### src/rtl/idm_pkg.sv
package idm_pkg;
  typedef enum logic [1:0] {
    SH_ADDRESSED = 2'd0,
    SH_SELF      = 2'd1,
    SH_ALL_INCL  = 2'd2,
    SH_ALL_EXCL  = 2'd3
  } shorthand_e;

  typedef enum logic [1:0] {
    SEL_PHYS_ID = 2'd0,
    SEL_LOG_ID  = 2'd1,
    SEL_FORMAT  = 2'd2,
    SEL_NONE    = 2'd3
  } reg_sel_e;
endpackage

### src/rtl/idm_regs.sv
module idm_regs #(
  parameter int DATA_W = 32,
  parameter int ID_W   = 8,
  parameter int FMT_W  = 4
) (
  input  logic              clk,
  input  logic              rst,
  input  logic              we,
  input  logic [1:0]        sel,
  input  logic [DATA_W-1:0] wdata,
  output logic [ID_W-1:0]   phys_id,
  output logic [ID_W-1:0]   log_id,
  output logic [FMT_W-1:0]  fmt
);
  import idm_pkg::*;

  localparam logic [FMT_W-1:0] FMT_RESET = '1;

  logic [ID_W-1:0]  phys_q, log_q;
  logic [FMT_W-1:0] fmt_q;

  // Only the top field of each register is kept; the low bits of the
  // format register are tied to ones and need no storage.
  always_ff @(posedge clk) begin
    if (rst) begin
      phys_q <= '0;
      log_q  <= '0;
      fmt_q  <= FMT_RESET;
    end else if (we) begin
      case (reg_sel_e'(sel))
        SEL_PHYS_ID: phys_q <= wdata[DATA_W-1 -: ID_W];
        SEL_LOG_ID:  log_q  <= wdata[DATA_W-1 -: ID_W];
        SEL_FORMAT:  fmt_q  <= wdata[DATA_W-1 -: FMT_W];
        default: ;
      endcase
    end
  end

  assign phys_id = phys_q;
  assign log_id  = log_q;
  assign fmt     = fmt_q;
endmodule

### src/rtl/idm_addr_cmp.sv
module idm_addr_cmp #(
  parameter int ID_W  = 8,
  parameter int FMT_W = 4
) (
  input  logic [ID_W-1:0]  phys_id,
  input  logic [ID_W-1:0]  log_id,
  input  logic [FMT_W-1:0] fmt,
  input  logic [ID_W-1:0]  dest,
  input  logic             logical_mode,
  output logic             hit,
  output logic             fmt_bad
);
  localparam int HALF = ID_W / 2;
  localparam logic [FMT_W-1:0] FMT_FLAT    = '1;
  localparam logic [FMT_W-1:0] FMT_CLUSTER = '0;
  localparam logic [ID_W-1:0]  BROADCAST   = '1;

  logic phys_hit, flat_hit, clus_hit;
  logic is_flat, is_clus;

  assign is_flat = (fmt == FMT_FLAT);
  assign is_clus = (fmt == FMT_CLUSTER);
  assign fmt_bad = !is_flat && !is_clus;

  assign phys_hit = (dest == BROADCAST) || (dest == phys_id);
  assign flat_hit = |(log_id & dest);
  assign clus_hit = (log_id[ID_W-1:HALF] == dest[ID_W-1:HALF]) &&
                    (|(log_id[HALF-1:0] & dest[HALF-1:0]));

  always_comb begin
    if (!logical_mode)   hit = phys_hit;
    else if (is_flat)    hit = flat_hit;
    else if (is_clus)    hit = clus_hit;
    else                 hit = 1'b0;
  end
endmodule

### src/rtl/intr_dest_match.sv
module intr_dest_match #(
  parameter int DATA_W = 32,
  parameter int ID_W   = 8,
  parameter int FMT_W  = 4
) (
  input  logic              clk,
  input  logic              rst,
  input  logic              reg_we,
  input  logic [1:0]        reg_sel,
  input  logic [DATA_W-1:0] reg_wdata,
  input  logic [ID_W-1:0]   dest,
  input  logic              logical_mode,
  input  logic [1:0]        shorthand,
  input  logic              from_self,
  output logic              match,
  output logic              fmt_err
);
  import idm_pkg::*;

  logic [ID_W-1:0]  phys_id, log_id;
  logic [FMT_W-1:0] fmt;
  logic             addr_hit;

  idm_regs #(.DATA_W(DATA_W), .ID_W(ID_W), .FMT_W(FMT_W)) u_regs (
    .clk(clk), .rst(rst), .we(reg_we), .sel(reg_sel), .wdata(reg_wdata),
    .phys_id(phys_id), .log_id(log_id), .fmt(fmt)
  );

  idm_addr_cmp #(.ID_W(ID_W), .FMT_W(FMT_W)) u_cmp (
    .phys_id(phys_id), .log_id(log_id), .fmt(fmt), .dest(dest),
    .logical_mode(logical_mode), .hit(addr_hit), .fmt_bad(fmt_err)
  );

  always_comb begin
    case (shorthand_e'(shorthand))
      SH_ADDRESSED: match = addr_hit;
      SH_SELF:      match = from_self;
      SH_ALL_INCL:  match = 1'b1;
      default:      match = !from_self;
    endcase
  end
endmodule

### config.mk
export PLATFORM = sky130hd
export DESIGN_NAME = intr_dest_match
export DESIGN_NICKNAME = d
export VERILOG_FILES = /design/src/rtl/idm_pkg.sv /design/src/rtl/idm_regs.sv /design/src/rtl/idm_addr_cmp.sv /design/src/rtl/intr_dest_match.sv
export SDC_FILE = /design/constraint.sdc
export NUM_CORES = 1
export LEC_CHECK = 0
export BUFFER_PORTS_ARGS = -buffer_cell sky130_fd_sc_hd__buf_4
export CORE_AREA = 2 2 51 53
export DETAILED_ROUTE_END_ITERATION = 6
export DIE_AREA = 0 0 53 55
export PLACE_DENSITY = 0.85
export SETUP_SLACK_MARGIN = 0.3
export SYNTH_ARGS = -nofsm -noshare
export SYNTH_HDL_FRONTEND = slang
export SYNTH_SLANG_ARGS = --single-unit
export TNS_END_PERCENT = 1
### constraint.sdc
create_clock -name clk -period 1.9 [get_ports clk]
set_input_delay 0.19 -clock clk [delete_from_list [all_inputs] [get_ports clk]]
set_output_delay 0.19 -clock clk [all_outputs]
set_load 0.02 [all_outputs]
==> impl_metrics.csv <==
group,metric,value,unit
timing,setup_viol,1,
logic_synthesis,synth-main-ff-cell,"dfxtp_1",
clock_tree,cts_buffers,3,
floorplan,io_pins,51,
power,intPower,0.0006390,W
logic_synthesis,ys_types,26,
layout,final_nets,188,
timing,worst-slew-pin-transition,569.8,ps
worst_setup_path,cp.required,1710,ps
layout,drive_above_1_share,34.33,%
layout,area_delta_synth_final,31.62,%
worst_setup_path,r2r-start,"u_regs.fmt[2]$_SDFFE_PP1P_",
layout,antenna_cells,0,
floorplan,core,2365,um2
power,pwr-share-clk,28.7,%
power,pwr-share-comb,19.4,%
worst_setup_path,worstSetupPathType,"register to output port",
worst_setup_path,cp-end-kind,"output port",
placement,placed_area,1239,um2
floorplan,die_h,55,um
power,irDropWorstVdd,0.4128,mV
run_status,violations,"negative setup slack",
layout,finish.instance_area,1318,um2
grt,track_usage,18.97,%
detailed_routing,avgRoutedWirePerCell,14.26,um
power,switching_power,0.0002217,W
detailed_routing,wl,2338,um
timing,period_minus_slack,2199,ps
timing,slew_headroom,61.90,%
worst_setup_path,crit_arrival,2010,ps
detailed_routing,drc,0,
detailed_routing,post_drt_via_cell_ratio,5.415,
run_status,status,"complete, but fails checks",
logic_synthesis,yosys_warnings,0,
worst_setup_path,startpoint_type,"register",
floorplan,die_w,53,um
grt,grt_antenna_before_repair,0,
worst_setup_path,rrSetupSlack,1180,ps
detailed_routing,num_vias,888,
placement,post-place-ws,-47.82,ps
clock_tree,ctsRootBufferMaster,"clkbuf_4",
placement,post-dp-hpwl,1759,um
layout,final_cell_mix,"29 x buf_4, 21 x nor2_1, 17 x dfxtp_1",
logic_synthesis,synthesis.area,1001,um2
worst_setup_path,r2r_end,"u_regs.fmt[2]$_SDFFE_PP1P_",
clock_tree,clkSinkCount,20,
grt,grt_max_degree,21,
placement,gp_congestion,0.7588,
timing,setup_tns,-298.6,ps
clock_tree,cts.clk_slew.worst_paths,110,ps
timing,finalHoldViolCount,0,
timing,report.final.slew_viol_count,0,
timing,finalCritPeriodShare,115.7,%
layout,final_common_cell,"buf_4",
placement,io_buffers,26,
hold_path,min_path_type,"primary input to register",
floorplan,start_util,42.33,%
worst_setup_path,crit_path_end,"match",
floorplan,std_cell_rows,18,
logic_synthesis,synth_nets,158,
floorplan,fp.dieArea,2915,um2
timing,fin_skew,0,ps
worst_setup_path,r2r_cells,1,
clock_tree,clk_path_buf_depth,2,
clock_tree,ctsHoldBuffers,0,
timing,rsz0062_at_grt,"yes",
logic_synthesis,yosysSeqAreaShare,40.00,%
logic_synthesis,async_flop_share,0,%
grt,grt_pass1_wl,3829,um
power,p_leak,0.6049,nW
timing,final.setup.worst_slack,-298.6,ps
clock_tree,htree_num_levels,1,
power,p_sw_share,25.76,%
logic_synthesis,synth-seq-cells,20,
clock_tree,cts_tree,"done",
power,finalPower,0.0008608,W
grt,grt_pass1_vias,872,
power,p_seq_share,51.9,%
detailed_routing,detail-route-antenna-nets,0,
clock_tree,clkLatencyLatePin,310,ps
power,p_per_area,653.3,nW/um2
detailed_routing,drtPass1Iterations,4,
timing,fmax,454.8,MHz
logic_synthesis,netlist_instances,105,
detailed_routing,drtIter0Drc,7,
worst_setup_path,cp_max_fo,2,
logic_synthesis,syn_area_per_cell,9.533,um2
clock_tree,cts_setup_buffers,0,
worst_setup_path,startpoint,"u_regs.log_id[5]$_SDFFE_PP0P_",
grt,overflow,0,
run,cap_viol_max_count,0,
logic_synthesis,synth_edf_count,0,
[logic make-up (layout without fill, tap and decap cells)]
kind of cell,count (synthesis),count (layout),synth area share [%]
multiplexers,15,15,15.00
buffers and inverters,8,37,3.250
XOR/XNOR,8,8,7.000
adder cells (fa/ha/maj),4,4,5.000
AND/OR/NAND/NOR,35,35,17.75
AO/OA/AOI/OAI,15,15,12.00
flip-flops,20,20,40.00
[registers in the layout (all words and copies together), names as in the netlist]
register / cells
u_regs.log_id: 8
u_regs.phys_id: 8
u_regs.fmt: 4
[worst max-delay path, cell delays in order (launching register included)]
cell and delay, ps:
dfxtp_2 370, ha_4 200, or4_4 530, a21oi_2 150
a221oi_2 90, a311oi_2 190, buf_4 180
[layer usage]
metal	part of all wire [%]	vias to the layer above	track usage, %	wire (um)
met4	2.0	0	10.26	46
li1	-	434	-	-
met5	0	-	0	0
met2	50	31	34.58	1171
met3	5.1	5	3.226	120
met1	43	418	21.12	1000
[final cells by class]
| cell class | instances | area, um2 |
|---|---|---|
| Timing Repair Buffer | 29 | 217.7 |
| Tap cell | 30 | 37.54 |
| Sequential cell | 20 | 404.1 |
| Inverter | 4 | 15.01 |
| Fill cell | 227 | 1047 |
| Clock buffer | 4 | 36.28 |
| Multi-Input combinational cell | 77 | 606.8 |
[Yosys cell counts, types with 2 or more instances]
| master | instances | share of area, % |
|---|---|---|
| nand3b_1 | 2 | 1.5 |
| mux2i_1 | 15 | 15 |
| inv_1 | 4 | 1.5 |
| xor2_1 | 8 | 7.0 |
| dfxtp_1 | 20 | 40 |
| buf_2 | 2 | 1.0 |
| nor4_1 | 3 | 1.9 |
| clkbuf_1 | 2 | 0.75 |
| a21oi_1 | 3 | 1.5 |
| a211o_1 | 3 | 2.6 |
| a22oi_1 | 2 | 1.5 |
| nand4_1 | 3 | 1.9 |
| o21ai_0 | 2 | 1.0 |
| ha_1 | 4 | 5.0 |
| nor2_1 | 21 | 7.9 |
[per-stage QoR]
| stage | cells | util (%) | hold WS, ps |
|---|---|---|---|
| final | 164 | 55.71 | 120.2 |
| after global routing | 164 | 55.71 | 116.8 |
| after floorplan | 105 | - | 333.9 |
| after global placement | 160 | 52.38 | 428.7 |
| after CTS | 164 | 55.71 | 115.7 |
| after detailed placement | 160 | 52.38 | 443.0 |
[timing repair]
item                       in CTS  in global routing
setup endpoints to repair       2                  2
resized for setup               8                  0
pin swaps                       0                  0
[power groups by stage]
stage | sequential, W | combinational [W] | clock (W)
floorplan | 0.000452 | 0.0000786 | 0
global placement | 0.000454 | 0.000150 | 0
detailed placement | 0.000455 | 0.000157 | 0
CTS | 0.000447 | 0.000166 | 0.000257
global route | 0.000449 | 0.000181 | 0.000276
finish | 0.000447 | 0.000167 | 0.000247
[how the worst min path moves through the flow]
| stage | endpoint | slack [ps] | startpoint | cells past startpoint |
|---|---|---|---|---|
| 2_1_floorplan | u_regs.log_id[0]$_SDFFE_PP0P_ | 330 | reg_wdata[24] | 2 |
| 3_3_place_gp | u_regs.log_id[0]$_SDFFE_PP0P_ | 430 | reg_wdata[24] | 3 |
| 3_5_place_dp | u_regs.log_id[3]$_SDFFE_PP0P_ | 440 | reg_wdata[27] | 3 |
| 4_1_cts | u_regs.log_id[3]$_SDFFE_PP0P_ | 120 | reg_wdata[27] | 3 |
| 5_1_grt | u_regs.log_id[5]$_SDFFE_PP0P_ | 120 | reg_wdata[29] | 3 |
| 6_report | u_regs.log_id[3]$_SDFFE_PP0P_ | 120 | reg_wdata[27] | 3 |
Note: power is estimated with default switching activity, not from simulation.
